### src/rtl/tdmrx_pkg.sv
package tdmrx_pkg;
  // Slot index width: holds slot numbers plus one "idle" code past the last slot.
  localparam int SLOT_W = 3;

  // Strobes handed from the frame controller to the datapath each bit cycle.
  typedef struct packed {
    logic              wordDone;  // the bit sampled this cycle completes a word
    logic [SLOT_W-1:0] slot;      // slot owning that word
  } rxStrobe_t;
endpackage

### src/rtl/tdmrx_ctrl.sv
module tdmrx_ctrl
  import tdmrx_pkg::*;
#(
  parameter int NUM_SLOTS = 4,
  parameter int MAX_BITS  = 16
) (
  input  logic      clk,
  input  logic      rstN,
  input  logic      frameSync,
  input  logic      wordIs16,
  output rxStrobe_t strobe
);
  localparam int BIT_W = $clog2(MAX_BITS);
  localparam logic [BIT_W-1:0]  LAST_LONG  = BIT_W'(MAX_BITS - 1);
  localparam logic [BIT_W-1:0]  LAST_SHORT = BIT_W'(MAX_BITS / 2 - 1);
  localparam logic [SLOT_W-1:0] IDLE_SLOT  = SLOT_W'(NUM_SLOTS);

  logic              fsPrev;
  logic [BIT_W-1:0]  bitCnt;
  logic [SLOT_W-1:0] slotCnt;

  logic              fsRise;
  logic [BIT_W-1:0]  effBit;
  logic [SLOT_W-1:0] effSlot;
  logic              inFrame;
  logic [BIT_W-1:0]  lastBit;
  logic              wordDone;

  always_comb begin
    fsRise   = frameSync & ~fsPrev;
    effBit   = fsRise ? '0 : bitCnt;
    effSlot  = fsRise ? '0 : slotCnt;
    inFrame  = effSlot < IDLE_SLOT;
    lastBit  = wordIs16 ? LAST_LONG : LAST_SHORT;
    wordDone = inFrame && (effBit == lastBit);
  end

  always_ff @(posedge clk) begin
    if (!rstN) begin
      fsPrev  <= 1'b0;
      bitCnt  <= '0;
      slotCnt <= IDLE_SLOT;
    end else begin
      fsPrev <= frameSync;
      if (inFrame) begin
        if (wordDone) begin
          bitCnt  <= '0;
          slotCnt <= effSlot + SLOT_W'(1);
        end else begin
          bitCnt  <= effBit + BIT_W'(1);
          slotCnt <= effSlot;
        end
      end
    end
  end

  assign strobe.wordDone = wordDone;
  assign strobe.slot     = effSlot;
endmodule

### src/rtl/tdmrx_datapath.sv
module tdmrx_datapath
  import tdmrx_pkg::*;
#(
  parameter int NUM_SLOTS = 4,
  parameter int MAX_BITS  = 16,
  parameter int LVL_W     = 6
) (
  input  logic                          clk,
  input  logic                          rstN,
  input  logic                          serData,
  input  rxStrobe_t                     strobe,
  input  logic                          wordIs16,
  input  logic [NUM_SLOTS-1:0]          slotMask,
  input  logic [NUM_SLOTS-1:0]          dmaEnable,
  input  logic [LVL_W-1:0]              warnLimit,
  input  logic [LVL_W-1:0]              fifoLevel,
  input  logic                          fifoFull,
  input  logic [NUM_SLOTS-1:0]          dmaRdAck,
  output logic                          fifoWrEn,
  output logic [MAX_BITS-1:0]           fifoWrData,
  output logic [NUM_SLOTS*MAX_BITS-1:0] dmaData,
  output logic [NUM_SLOTS-1:0]          dmaReq,
  output logic [NUM_SLOTS-1:0]          dmaOverrun,
  output logic                          fifoOverflow,
  output logic                          irq
);
  localparam int HALF = MAX_BITS / 2;

  logic [MAX_BITS-2:0]  shReg;
  logic [MAX_BITS-1:0]  rawWord;
  logic [MAX_BITS-1:0]  word;
  logic [NUM_SLOTS-1:0] slotHit;
  logic [NUM_SLOTS-1:0] dmaHit;
  logic                 fifoHit;

  // Shift register; the current bit completes the word combinationally.
  always_ff @(posedge clk) begin
    if (!rstN) shReg <= '0;
    else       shReg <= {shReg[MAX_BITS-3:0], serData};
  end

  always_comb begin
    rawWord = {shReg, serData};
    word    = wordIs16 ? rawWord : {{(MAX_BITS-HALF){1'b0}}, rawWord[HALF-1:0]};
  end

  // Per-slot decode and DMA holding registers.
  for (genvar i = 0; i < NUM_SLOTS; i++) begin : gSlot
    logic [MAX_BITS-1:0] holdReg;
    logic                fullFlag;
    logic                ovrFlag;

    assign slotHit[i] = strobe.wordDone && (strobe.slot == SLOT_W'(i)) && slotMask[i];
    assign dmaHit[i]  = slotHit[i] & dmaEnable[i];

    always_ff @(posedge clk) begin
      if (!rstN) begin
        holdReg  <= '0;
        fullFlag <= 1'b0;
        ovrFlag  <= 1'b0;
      end else if (dmaHit[i]) begin
        holdReg  <= word;
        fullFlag <= 1'b1;
        if (fullFlag && !dmaRdAck[i]) ovrFlag <= 1'b1;
      end else if (dmaRdAck[i]) begin
        fullFlag <= 1'b0;
      end
    end

    assign dmaData[i*MAX_BITS +: MAX_BITS] = holdReg;
    assign dmaReq[i]     = fullFlag;
    assign dmaOverrun[i] = ovrFlag;
  end

  assign fifoHit = |(slotHit & ~dmaEnable);

  // FIFO write port and sticky overflow.
  always_ff @(posedge clk) begin
    if (!rstN) begin
      fifoWrEn     <= 1'b0;
      fifoWrData   <= '0;
      fifoOverflow <= 1'b0;
    end else begin
      fifoWrEn <= fifoHit && !fifoFull;
      if (fifoHit && !fifoFull) fifoWrData <= word;
      if (fifoHit && fifoFull)  fifoOverflow <= 1'b1;
    end
  end

  // Occupancy warning.
  always_ff @(posedge clk) begin
    if (!rstN) irq <= 1'b0;
    else       irq <= fifoLevel > warnLimit;
  end
endmodule

### src/rtl/tdm_rx_router.sv
module tdm_rx_router
  import tdmrx_pkg::*;
#(
  parameter int NUM_SLOTS = 4,
  parameter int MAX_BITS  = 16,
  parameter int LVL_W     = 6
) (
  input  logic                          clk,
  input  logic                          rstN,
  input  logic                          frameSync,
  input  logic                          serData,
  input  logic [NUM_SLOTS-1:0]          slotMask,
  input  logic [NUM_SLOTS-1:0]          dmaEnable,
  input  logic                          wordIs16,
  input  logic [LVL_W-1:0]              warnLimit,
  input  logic [LVL_W-1:0]              fifoLevel,
  input  logic                          fifoFull,
  output logic                          fifoWrEn,
  output logic [MAX_BITS-1:0]           fifoWrData,
  output logic [NUM_SLOTS*MAX_BITS-1:0] dmaData,
  output logic [NUM_SLOTS-1:0]          dmaReq,
  input  logic [NUM_SLOTS-1:0]          dmaRdAck,
  output logic [NUM_SLOTS-1:0]          dmaOverrun,
  output logic                          fifoOverflow,
  output logic                          irq
);
  rxStrobe_t strobe;

  tdmrx_ctrl #(.NUM_SLOTS(NUM_SLOTS), .MAX_BITS(MAX_BITS)) uCtrl (
    .clk(clk), .rstN(rstN), .frameSync(frameSync), .wordIs16(wordIs16), .strobe(strobe)
  );

  tdmrx_datapath #(.NUM_SLOTS(NUM_SLOTS), .MAX_BITS(MAX_BITS), .LVL_W(LVL_W)) uPath (
    .clk(clk), .rstN(rstN), .serData(serData), .strobe(strobe), .wordIs16(wordIs16),
    .slotMask(slotMask), .dmaEnable(dmaEnable), .warnLimit(warnLimit),
    .fifoLevel(fifoLevel), .fifoFull(fifoFull), .dmaRdAck(dmaRdAck),
    .fifoWrEn(fifoWrEn), .fifoWrData(fifoWrData), .dmaData(dmaData), .dmaReq(dmaReq),
    .dmaOverrun(dmaOverrun), .fifoOverflow(fifoOverflow), .irq(irq)
  );
endmodule

### config.mk
export PLATFORM = sky130hd
export DESIGN_NAME = tdm_rx_router
export DESIGN_NICKNAME = d
export VERILOG_FILES = /design/src/rtl/tdmrx_pkg.sv /design/src/rtl/tdmrx_ctrl.sv /design/src/rtl/tdmrx_datapath.sv /design/src/rtl/tdm_rx_router.sv
export SDC_FILE = /design/constraint.sdc
export NUM_CORES = 1
export LEC_CHECK = 0
export BUFFER_PORTS_ARGS = -buffer_cell sky130_fd_sc_hd__buf_2
export CAP_MARGIN = 20
export CORE_MARGIN = 5
export CORE_UTILIZATION = 56
export DETAILED_ROUTE_END_ITERATION = 16
export PLACE_DENSITY_LB_ADDON = 0.05
export SYNTH_ARGS = -nofsm -noshare
export SYNTH_HDL_FRONTEND = slang
export SYNTH_SLANG_ARGS = --single-unit
### constraint.sdc
create_clock -name clk -period 5.67 [get_ports clk]
set_input_delay 0.567 -clock clk [delete_from_list [all_inputs] [get_ports clk]]
set_output_delay 0.567 -clock clk [all_outputs]
set_load 0.02 [all_outputs]
==> reports/metrics.yaml, run 1 <==
drt:
  wl_met1_mm: 4.40
  wl_met3_um: 552
  postRouteAntennaNets: 0
  drt-initial-drc-count: 109
  route.detailed.drc: 0
  vias: 3267
  routedWlPerCell_um: 15.0
  wl_met2_mm: 4.75
  drt-vias-per-instance: 4.98
  highest_layer: "met4"
  drt_pass1_iterations: 4
  routed_wl_mm: 9.81
power_and_ir_drop:
  power_leakage_nw: 2.53
  p_per_area_mw_per_mm2: 352
  irDropWorstVdd_v: 0.000310
cts:
  cts.clk_slew.worst_paths_ns: 0.06
  clock-sinks: 114
  cts_buffer_depth: 2
  h-tree-depth: 4
  clockRootBuffer: "clkbuf_8"
  cts_tree: "yes"
  post_cts_buffers: 0
  post_cts_resized: 0
  insertion_delay_ns: 0.50
  cts_hold_buf: 0
  cts_made_buffers: 17
timing:
  fin_tns_setup_ns: 0
  setup_viol: 0
  fmax_mhz: 340
  finalCritPeriodShare_pct: 51.9
  slew_headroom_pct: 28.2
  hold_viol_final: 0
  worst_slew_pin_slew_ns: 1.08
  rsz0062_at_grt: "false"
  fin_worst_skew_ns: 0.0123
  slew_viol_final: 0
  period_minus_slack_ns: 2.95
placed_design:
  dp_hpwl_mm: 6.38
  finalWeightedCongestion: 0.862
  io_buffers: 120
  placed_area_mm2: 0.00494
yosys:
  yosysWarnings: 0
  synth.mux.area_fraction_pct: 18.2
  synth_compound_area_share_pct: 3.79
  synth-async-reset-ratio_pct: 0
  synth_top_family_by_area: "multiplexers"
  yosysUniqueCellTypes: 32
  yosysTopAreaCell: "dfxtp_1"
  synth_top_area_share_pct: 51.2
  synth_xor_area_share_pct: 0.561
  synth-simple-area-share_pct: 15.8
  netlist_area_mm2: 0.00446
  synth_top_flop_cell: "dfxtp_1"
  synth.ff_latch_count: 114
  synth_fa_ha_area_share_pct: 3.37
  synth.most_common_cell: "dfxtp_1"
  synth_enable_flop_cells: 0
  synthTopCellsByArea: "dfxtp_1 51%, mux2i_1 18%, nand2_1 8.1%"
  syn_area_per_cell_um2: 10.3
  seq_area_frac_synth_pct: 51.2
  synth_commonest_cells: "114 x dfxtp_1, 96 x nand2_1, 81 x mux2i_1"
  synth_nets: 474
  syn_inst: 432
final_layout:
  post-route-util_pct: 73.5
  nNetsFinal: 583
  final-seq-area_mm2: 0.00228
  final_area_mm2: 0.00568
  syn2layout_area_growth_pct: 27.4
  multi_input_area_mm2: 0.00186
  nFillCells: 575
  final_layout_size_suffix_gt1_share_pct: 29.4
  antenna_cells: 0
status:
  outcome: "finished clean"
floorplan:
  start_util_pct: 57.7
  core-area_mm2: 0.00773
  ioPinCount: 121
  die_width_um: 99.2
  row_count: 32
  die_h_um: 99.2
  fp.dieArea_mm2: 0.00985
grt:
  grt_max_degree: 127
  grt_first_pass_wirelength_mm: 15.9
  antenna_found_initial: 0
  grt_usage_pct: 20.2
  overflow: 0
  grt_pass1_vias: 3235
setup_path:
  critPathMaxFanout: 18
  crit_arrival_ns: 3.36
  crit_required_ns: 6.08
  crit_start: "uCtrl.fsPrev"
  r2r-start: "uCtrl.fsPrev"
  critPathKind: "flop to flop"
  end_kind: "flop"
  start_kind: "flop"
worst_hold_path:
  holdCritPathClass: "primary input to flop"
  hold_path.startpoint: "frameSync"
run:
  cap_violations: 0
-- metrics by stage --
stage | cells | hold slack [ns] | setup slack (ns) | power, mW
4_1_cts | 652 | 0.283 | 2.65 | 2.01
2_1_floorplan | 432 | 0.429 | 3.16 | 0.856
5_1_grt | 656 | 0.322 | 2.43 | 2.06
6_report | 656 | 0.303 | 2.72 | 2.00
3_5_place_dp | 620 | 0.443 | 2.34 | 0.872
3_3_place_gp | 620 | 0.439 | 2.38 | 0.871
-- layout by cell type (no fill, tap or decap), drive strengths merged --
cell type    n
clkinvlp     2
and2        17
and3b        1
a21boi       2
or3b         1
nor2b        8
nor3         1
clkinv       4
inv         19
a21o         1
nand3b       3
a31oi        1
nand3       14
a21oi        3
o21ai        4
a31o         4
xor2         1
nand2b       2
dfxtp      114
a32oi        1
o21a         5
o211ai       1
clkbuf      18
o2111ai      1
and4         4
xnor2        1
ha          12
bufinv       5
buf        125
nor4b        1
nand2       96
mux2i       81
o21bai       1
-- critical path, cell delays in order (launching register included) --
cell and delay [ns]:
dfxtp_1 0.30, nand2b_1 0.34, and2_1 0.20, ha_1 0.18, nand2_1 0.11, nor4b_4 0.47
and4_1 0.98, mux2i_1 0.28
-- flip-flops by register name, indices dropped and copies added, names as in the netlist --
register and count:
uPath.gSlot.holdReg 64, uPath.fifoWrData 16, uPath.shReg 15, uCtrl.bitCnt 4
uPath.gSlot.fullFlag 4, uPath.gSlot.ovrFlag 4, uCtrl.slotCnt 3, uCtrl.fsPrev 1
uPath.fifoOverflow 1, uPath.fifoWrEn 1, uPath.irq 1
-- final timing paths --
path,endpoint,slack [ns],cells past startpoint
worst min register to register,uPath.fifoWrData[9],0.45,2
worst max-delay path,uPath.gSlot[2].holdReg[3],2.72,7
worst min-delay path,uCtrl.fsPrev,0.30,2
worst max register to register,uPath.gSlot[2].holdReg[3],2.72,7
-- cell type report --
class                           instances  share of cell area [%]
Clock buffer                           18                    7.36
Clock inverter                         14                    3.99
Inverter                               16                    1.06
Multi-Input combinational cell        267                    32.7
Sequential cell                       114                    40.2
Tap cell                              102                    2.25
Timing Repair Buffer                  125                    12.5
-- per-layer routing --
layer / up-vias / global-route usage [%]
met5: - / 0
met4: 0 / 6.20
met3: 8 / 5.89
met2: 75 / 35.0
met1: 1541 / 24.2
li1: 1643 / -
-- report_power, final --
part / leakage, nW / total, mW / switching (mW) / internal [mW]
registers: 0.920 / 0.808 / 0.00302 / 0.805
clock network: 0.307 / 1.14 / 0.375 / 0.764
logic: 1.31 / 0.0497 / 0.0298 / 0.0199
total: 2.53 / 2.00 / 0.408 / 1.59
-- kinds of logic (layout without fill, tap and decap cells) --
family,after synthesis,in the layout
buffers and inverters,51,173
adder cells (fa/ha/maj),12,12
AND/OR/NAND/NOR,148,148
multiplexers,81,81
AO/OA/AOI/OAI,24,24
XOR/XNOR,2,2
flip-flops,114,114
No activity file was read; power rests on OpenSTA's default activity.
==> run 2: changes to the inputs <==
CORE_UTILIZATION = 47   (was 56)
clock period = 2.7 ns   (was 5.67 ns; I/O delays follow)
==> run 2 against run 1 <==
Against the previous run: combinational power up 120%; largest cell class unchanged; design area down 0.46%; critical endpoint is now uPath.gSlot[3].holdReg[8]; clock-buffer cell count did not move; first-iteration DRC count up 13%; highest routed layer unchanged; sequential power is 110% higher; worst hold slack lost 0.24 ns; largest power group unchanged.
==> reports/metrics.yaml, run 2 (synthesis gave the netlist of run 1 again) <==
drt:
  drt-vias-per-instance: 4.82  # -3.2%
  wl_met3_um: 511  # -7.4%
  drt_pass1_iterations: 4  # unchanged
  postRouteAntennaNets: 0  # unchanged
  route.detailed.drc: 0  # unchanged
  highest_layer: "met4"
  wl_met1_mm: 4.78  # +8.7%
  vias: 3326  # +1.8%
  drt-initial-drc-count: 123  # +13%
  wl_met2_mm: 5.04  # +6.0%
  routed_wl_mm: 10.4  # +6.1%
  routedWlPerCell_um: 15.1  # +0.89%
cts:
  cts_made_buffers: 17  # unchanged
  cts.clk_slew.worst_paths_ns: 0.06  # about the same
  h-tree-depth: 4  # unchanged
  cts_buffer_depth: 2  # unchanged
  insertion_delay_ns: 0.50  # about the same
  post_cts_resized: 0  # unchanged
  cts_tree: "yes"
  clock-sinks: 114  # unchanged
  clockRootBuffer: "clkbuf_8"
floorplan:
  ioPinCount: 121  # unchanged
  die_width_um: 107  # +8.2%
  start_util_pct: 48.3  # -9.4 points
  core-area_mm2: 0.00924  # +20%
  die_h_um: 107  # +8.2%
  row_count: 35  # +9.4%
  fp.dieArea_mm2: 0.0115  # +17%
worst_hold_path:
  min_delay_path_depth: 3  # +1
  holdCritPathClass: "primary input to flop"
run:
  cap_violations: 0  # unchanged
final_layout:
  antenna_cells: 0  # unchanged
  nFillCells: 809  # +41%
  layout_commonest_cell: "buf_2"
  top_regs: "uPath.gSlot.holdReg (64), uPath.fifoWrData (16), uPath.shReg (15)"
  regMostFlops: "uPath.gSlot.holdReg"
  syn2layout_area_growth_pct: 26.8
  nNetsFinal: 590  # +1.2%
  largest_register_ff_count: 64  # unchanged
  final_cell_mix: "119 x buf_2, 114 x dfxtp_1, 96 x nand2_1, 81 x mux2i_1, 17 x and2_1"
  final_layout_size_suffix_gt1_share_pct: 30.3  # +0.88 points
power_and_ir_drop:
  clkPwrFrac_pct: 53.3  # -3.7 points
  p_seq_share_pct: 43.9  # +3.4 points
  p_comb_share_pct: 2.8  # +0.3 points
  switchingPower_uw: 878  # +120%
  power.total_mw: 3.86  # +94%
  irDropWorstVdd_v: 0.000354  # +14%
  power_leakage_nw: 2.51  # -0.81%
  p_sw_share_pct: 22.7  # +2.3 points
  internal_power_mw: 2.99  # +88%
  p_per_area_mw_per_mm2: 684  # +94%
grt:
  grt_pass1_vias: 3297  # +1.9%
  grt_usage_pct: 18.4  # -1.8 points
  overflow: 0  # unchanged
  grt_max_degree: 78  # -39%
  antenna_found_initial: 0  # unchanged
  grt_first_pass_wirelength_mm: 16.6  # +4.2%
setup_path:
  worstPathCellList: "dlygate4sd3_1 > buf_2 > nand2b_1 > and2_1 > ha_1 > nand2_1 > nor4b_4 > and4_1 > buf_4 > mux2i_1"
  critPathSlowestCell: "dlygate4sd3_1"
  cpLargestDelayFamily: "simple AND/OR/NAND/NOR gates"
  start_kind: "primary input"
  end_kind: "flop"
  crit_arrival_ns: 2.79  # -0.57 ns
  crit_buf_inv: 3  # +3
  reg2reg_depth: 8  # +1
  crit_cells: 10  # +3
  slowest_delay_ns: 0.53  # -0.45 ns
  critPathMaxFanout: 10  # -8
  crit_required_ns: 3.12  # -2.96 ns
  critPathKind: "primary input to flop"
timing:
  period_minus_slack_ns: 2.37
  rsz0062_at_grt: "false"
  hold_viol_final: 0  # unchanged
  slew_headroom_pct: 52.1  # +24 points
  fin_worst_skew_ns: 0.00678  # -0.00555 ns
  fmax_mhz: 421
  setup_viol: 0  # unchanged
  slew_viol_final: 0  # unchanged
  fin_tns_setup_ns: 0  # unchanged
  finalCritPeriodShare_pct: 87.9
  worst_slew_pin_slew_ns: 0.718  # -0.358 ns
status:
  outcome: "finished clean"
placed_design:
  finalWeightedCongestion: 0.762  # -12%
  dp_hpwl_mm: 7.00  # +9.7%
  io_buffers: 120  # unchanged
## run 2: worst register-to-register path, delay by kind of cell (launching register included)
| family | cells | cell delay, ns |
|---|---|---|
| adders and majority gates | 1 | 0.19 |
| buffers and inverters | 1 | 0.24 |
| DFF | 1 | 0.31 |
| muxes | 1 | 0.23 |
| and+or+nand+nor | 5 | 1.25 |
## run 2: metal layers
layer	vias to the layer above	GRT usage, %
met2	80	30.5
met1	1580	22.8
li1	1657	-
met3	9	6.00
met4	0	5.86
met5	-	0
## run 2: area by class of cell
| class | count | area (um^2) | area share [%] |
|---|---|---|---|
| clock buffers | 18 | 428 | 7.57 |
| repair buffers | 132 | 733 | 13.0 |
| clock inverters | 14 | 131 | 2.32 |
| flip-flops and latches | 114 | 2280 | 40.4 |
| inverters | 16 | 60.1 | 1.06 |
| multi-input cells | 267 | 1860 | 32.9 |
| well taps | 129 | 161 | 2.85 |
## run 2: repair_timing
action | in CTS | in global routing
endpoints found under the setup margin | 0 | 0
setup buffers | 0 | 0
hold endpoints to repair | 1 | 0
hold buffers | 1 | 0
## run 2: metrics by stage
| stage | hold slack [ns] | worst slack [ns] | std cells | area [um^2] | util (%) |
|---|---|---|---|---|---|
| 2_1_floorplan | 0.397 | 0.438 | 432 | 4460 | - |
| 3_3_place_gp | 0.437 | 0.475 | 657 | 5080 | 55.0 |
| 3_5_place_dp | 0.443 | 0.386 | 657 | 5080 | 55.0 |
| 4_1_cts | 0.0371 | 0.328 | 690 | 5650 | 61.2 |
| 5_1_grt | 0.0760 | 0.140 | 690 | 5650 | 61.2 |
| 6_report | 0.0589 | 0.327 | 690 | 5650 | 61.2 |
## run 2: path summary, 6_finish.rpt
kind	from	endpoint	slack (ns)
worst min-delay path	fifoFull	uPath.fifoOverflow	0.06
worst max register to register	uCtrl.fsPrev	uPath.gSlot[3].holdReg[8]	0.41
worst min register to register	uPath.fifoWrData[11]	uPath.fifoWrData[11]	0.45
worst max-delay path	frameSync	uPath.gSlot[3].holdReg[8]	0.33
## run 2: power groups by stage
stage               combinational, mW  sequential, mW  clock, mW
finish                          0.107            1.70       2.06
floorplan                      0.0668            1.73          0
global route                    0.120            1.70       2.19
detailed placement              0.105            1.73          0
CTS                             0.107            1.70       2.10
global placement                0.105            1.73          0
==> run 3: changes to the inputs <==
HOLD_SLACK_MARGIN = 0.12   (was unset)
SLEW_MARGIN = 20   (was unset)
==> run 3 against run 2 <==
Against the previous run: sequential share of layout area down 0.42 points; final cell count up 0.87%; first-iteration DRC count up 0.81%; highest routed layer unchanged; critical path type unchanged; routed wire length up 1.2%; clock skew up 0.0016 ns; global-route usage up 0.22 points; sequential cell count unchanged; via count up 1.2%; fmax about the same; power up 0.39%; clock-buffer cell count unchanged.
==> reports/metrics.yaml, run 3 (synthesis gave the netlist of run 1 again) <==
setup_path:
  r2r_slack_ns: 0.40  # about the same
  crit_arrival_ns: 2.79  # about the same
  start_kind: "primary input"
  reg2reg_to: "uPath.gSlot[3].holdReg[8]"
  crit_required_ns: 3.12  # about the same
  r2r-start: "uCtrl.fsPrev"
  critPathMaxFanout: 10  # unchanged
  reg2reg_depth: 8  # unchanged
  critPathKind: "primary input to flop"
  end_kind: "flop"
drt:
  routedWlPerCell_um: 15.1  # +0.34%
  route.detailed.drc: 0  # unchanged
  wl_met1_mm: 4.78  # +0.10%
  drt-vias-per-instance: 4.83  # +0.30%
  wl_met2_mm: 5.07  # +0.71%
  wl_met3_um: 581  # +14%
  routed_wl_mm: 10.5  # +1.2%
  vias: 3365  # +1.2%
  drt_pass1_iterations: 4  # unchanged
  drt-initial-drc-count: 124  # +0.81%
  highest_layer: "met4"
  postRouteAntennaNets: 0  # unchanged
worst_hold_path:
  min_to: "uPath.irq"
  holdCritPathClass: "primary input to flop"
  min_delay_path_depth: 4  # +1
  hold_path.startpoint: "fifoLevel[5]"
power_and_ir_drop:
  p_per_area_mw_per_mm2: 679  # -0.67%
  power_leakage_nw: 2.54  # +1.0%
  irDropWorstVdd_v: 0.000357  # +0.97%
placed_design:
  dp_hpwl_mm: 7.00  # unchanged
  finalWeightedCongestion: 0.762  # unchanged
  io_buffers: 120  # unchanged
timing:
  slew_viol_final: 0  # unchanged
  hold_viol_final: 0  # unchanged
  slew_headroom_pct: 51.9  # -0.15 points
  fin_worst_skew_ns: 0.00837  # +0.00159 ns
  fmax_mhz: 422  # about the same
  fin_tns_setup_ns: 0  # unchanged
  setup_viol: 0  # unchanged
  rsz0062_at_grt: "false"
  period_minus_slack_ns: 2.37  # -0.00111 ns
  whs_ns: 0.165  # +0.107 ns
  worst_slew_pin_slew_ns: 0.721  # +0.00232 ns
  finalCritPeriodShare_pct: 87.9  # about the same
final_layout:
  layout_commonest_cell: "buf_2"
  top_regs: "uPath.gSlot.holdReg (64), uPath.fifoWrData (16), uPath.shReg (15)"
  syn2layout_area_growth_pct: 28.1
  final_layout_size_suffix_gt1_share_pct: 30.0  # -0.32 points
  regMostFlops: "uPath.gSlot.holdReg"
  antenna_cells: 0  # unchanged
  nFillCells: 804  # -0.62%
  largest_register_ff_count: 64  # unchanged
  final_cell_mix: "119 x buf_2, 114 x dfxtp_1, 96 x nand2_1, 81 x mux2i_1, 17 x and2_1"
  nNetsFinal: 596  # +1.0%
cts:
  post_cts_resized: 0  # unchanged
  insertion_delay_ns: 0.50  # about the same
  clockRootBuffer: "clkbuf_8"
  cts_buffer_depth: 2  # unchanged
  clock-sinks: 114  # unchanged
  cts.clk_slew.worst_paths_ns: 0.06  # about the same
  h-tree-depth: 4  # unchanged
  cts_made_buffers: 17  # unchanged
  post_cts_buffers: 0  # unchanged
  cts_tree: "yes"
grt:
  overflow: 0  # unchanged
  antenna_found_initial: 0  # unchanged
  grt_usage_pct: 18.7  # +0.22 points
  grt_max_degree: 78  # unchanged
  grt_first_pass_wirelength_mm: 16.8  # +1.2%
  grt_pass1_vias: 3333  # +1.1%
floorplan:
  fp.dieArea_mm2: 0.0115  # unchanged
  core-area_mm2: 0.00924  # unchanged
  row_count: 35  # unchanged
  start_util_pct: 48.3  # unchanged
  ioPinCount: 121  # unchanged
  die_h_um: 107  # unchanged
  die_width_um: 107  # unchanged
run:
  cap_violations: 0  # unchanged
status:
  outcome: "finished clean"
-- run 3: cell types whose count changed in the layout (fill, tap and decap cells not counted), sizes merged --
cell / before / now
dlygate4sd3: 1 / 7
-- run 3: worst max-delay path by stage --
stage	start	to	slack (ns)
3_3_place_gp	frameSync	uPath.gSlot[3].holdReg[9]	0.47
2_1_floorplan	uCtrl.fsPrev	uPath.gSlot[0].holdReg[10]	0.44
5_1_grt	frameSync	uPath.gSlot[3].holdReg[8]	0.14
4_1_cts	frameSync	uPath.gSlot[3].holdReg[8]	0.33
6_report	frameSync	uPath.gSlot[3].holdReg[8]	0.33
3_5_place_dp	frameSync	uPath.gSlot[3].holdReg[9]	0.39
-- run 3: repair_timing --
item                                    4_1_cts  5_1_grt
hold endpoints to repair                      7        0
endpoints found under the setup margin        0        0
hold buffers                                  7        0
-- run 3: layout make-up --
cell class / count / area [um^2] / share of cell area, %
clock buffer: 18 / 428 / 7.49
clock inverter: 14 / 131 / 2.30
inverter: 16 / 60.1 / 1.05
multi-input combinational: 267 / 1860 / 32.5
sequential: 114 / 2280 / 39.9
tap: 129 / 161 / 2.82
timing repair buffer: 138 / 793 / 13.9
-- run 3: per-stage QoR --
stage / cells / cell area [um^2] / setup slack [ns] / total power [mW] / util (%)
3_3_place_gp: 657 / 5080 / 0.475 / 1.84 / 55.0
6_report: 696 / 5710 / 0.328 / 3.88 / 61.8
2_1_floorplan: 432 / 4460 / 0.438 / 1.80 / -
5_1_grt: 696 / 5710 / 0.140 / 4.02 / 61.8
4_1_cts: 696 / 5710 / 0.328 / 3.91 / 61.8
3_5_place_dp: 657 / 5080 / 0.386 / 1.84 / 55.0
-- run 3: critical path, cell delays in order --
cell and delay, ns:
dlygate4sd3_1 0.53, buf_2 0.12, nand2b_1 0.15, and2_1 0.16, ha_1 0.19, nand2_1 0.11, nor4b_4 0.50, and4_1 0.28
buf_4 0.24, mux2i_1 0.23
-- run 3: where the power goes --
part / switching, mW / internal, mW / total (mW)
Combinational: 0.0655 / 0.0479 / 0.113
Sequential: 0.00606 / 1.69 / 1.70
Clock: 0.816 / 1.25 / 2.07
Total: 0.887 / 2.99 / 3.88
-- run 3: metal layers --
metal  vias up  global-route usage [%]
li1       1671                       -
met1      1590                    22.8
met2        92                    31.3
met3        12                    6.00
met4         0                    5.86
met5         -                       0
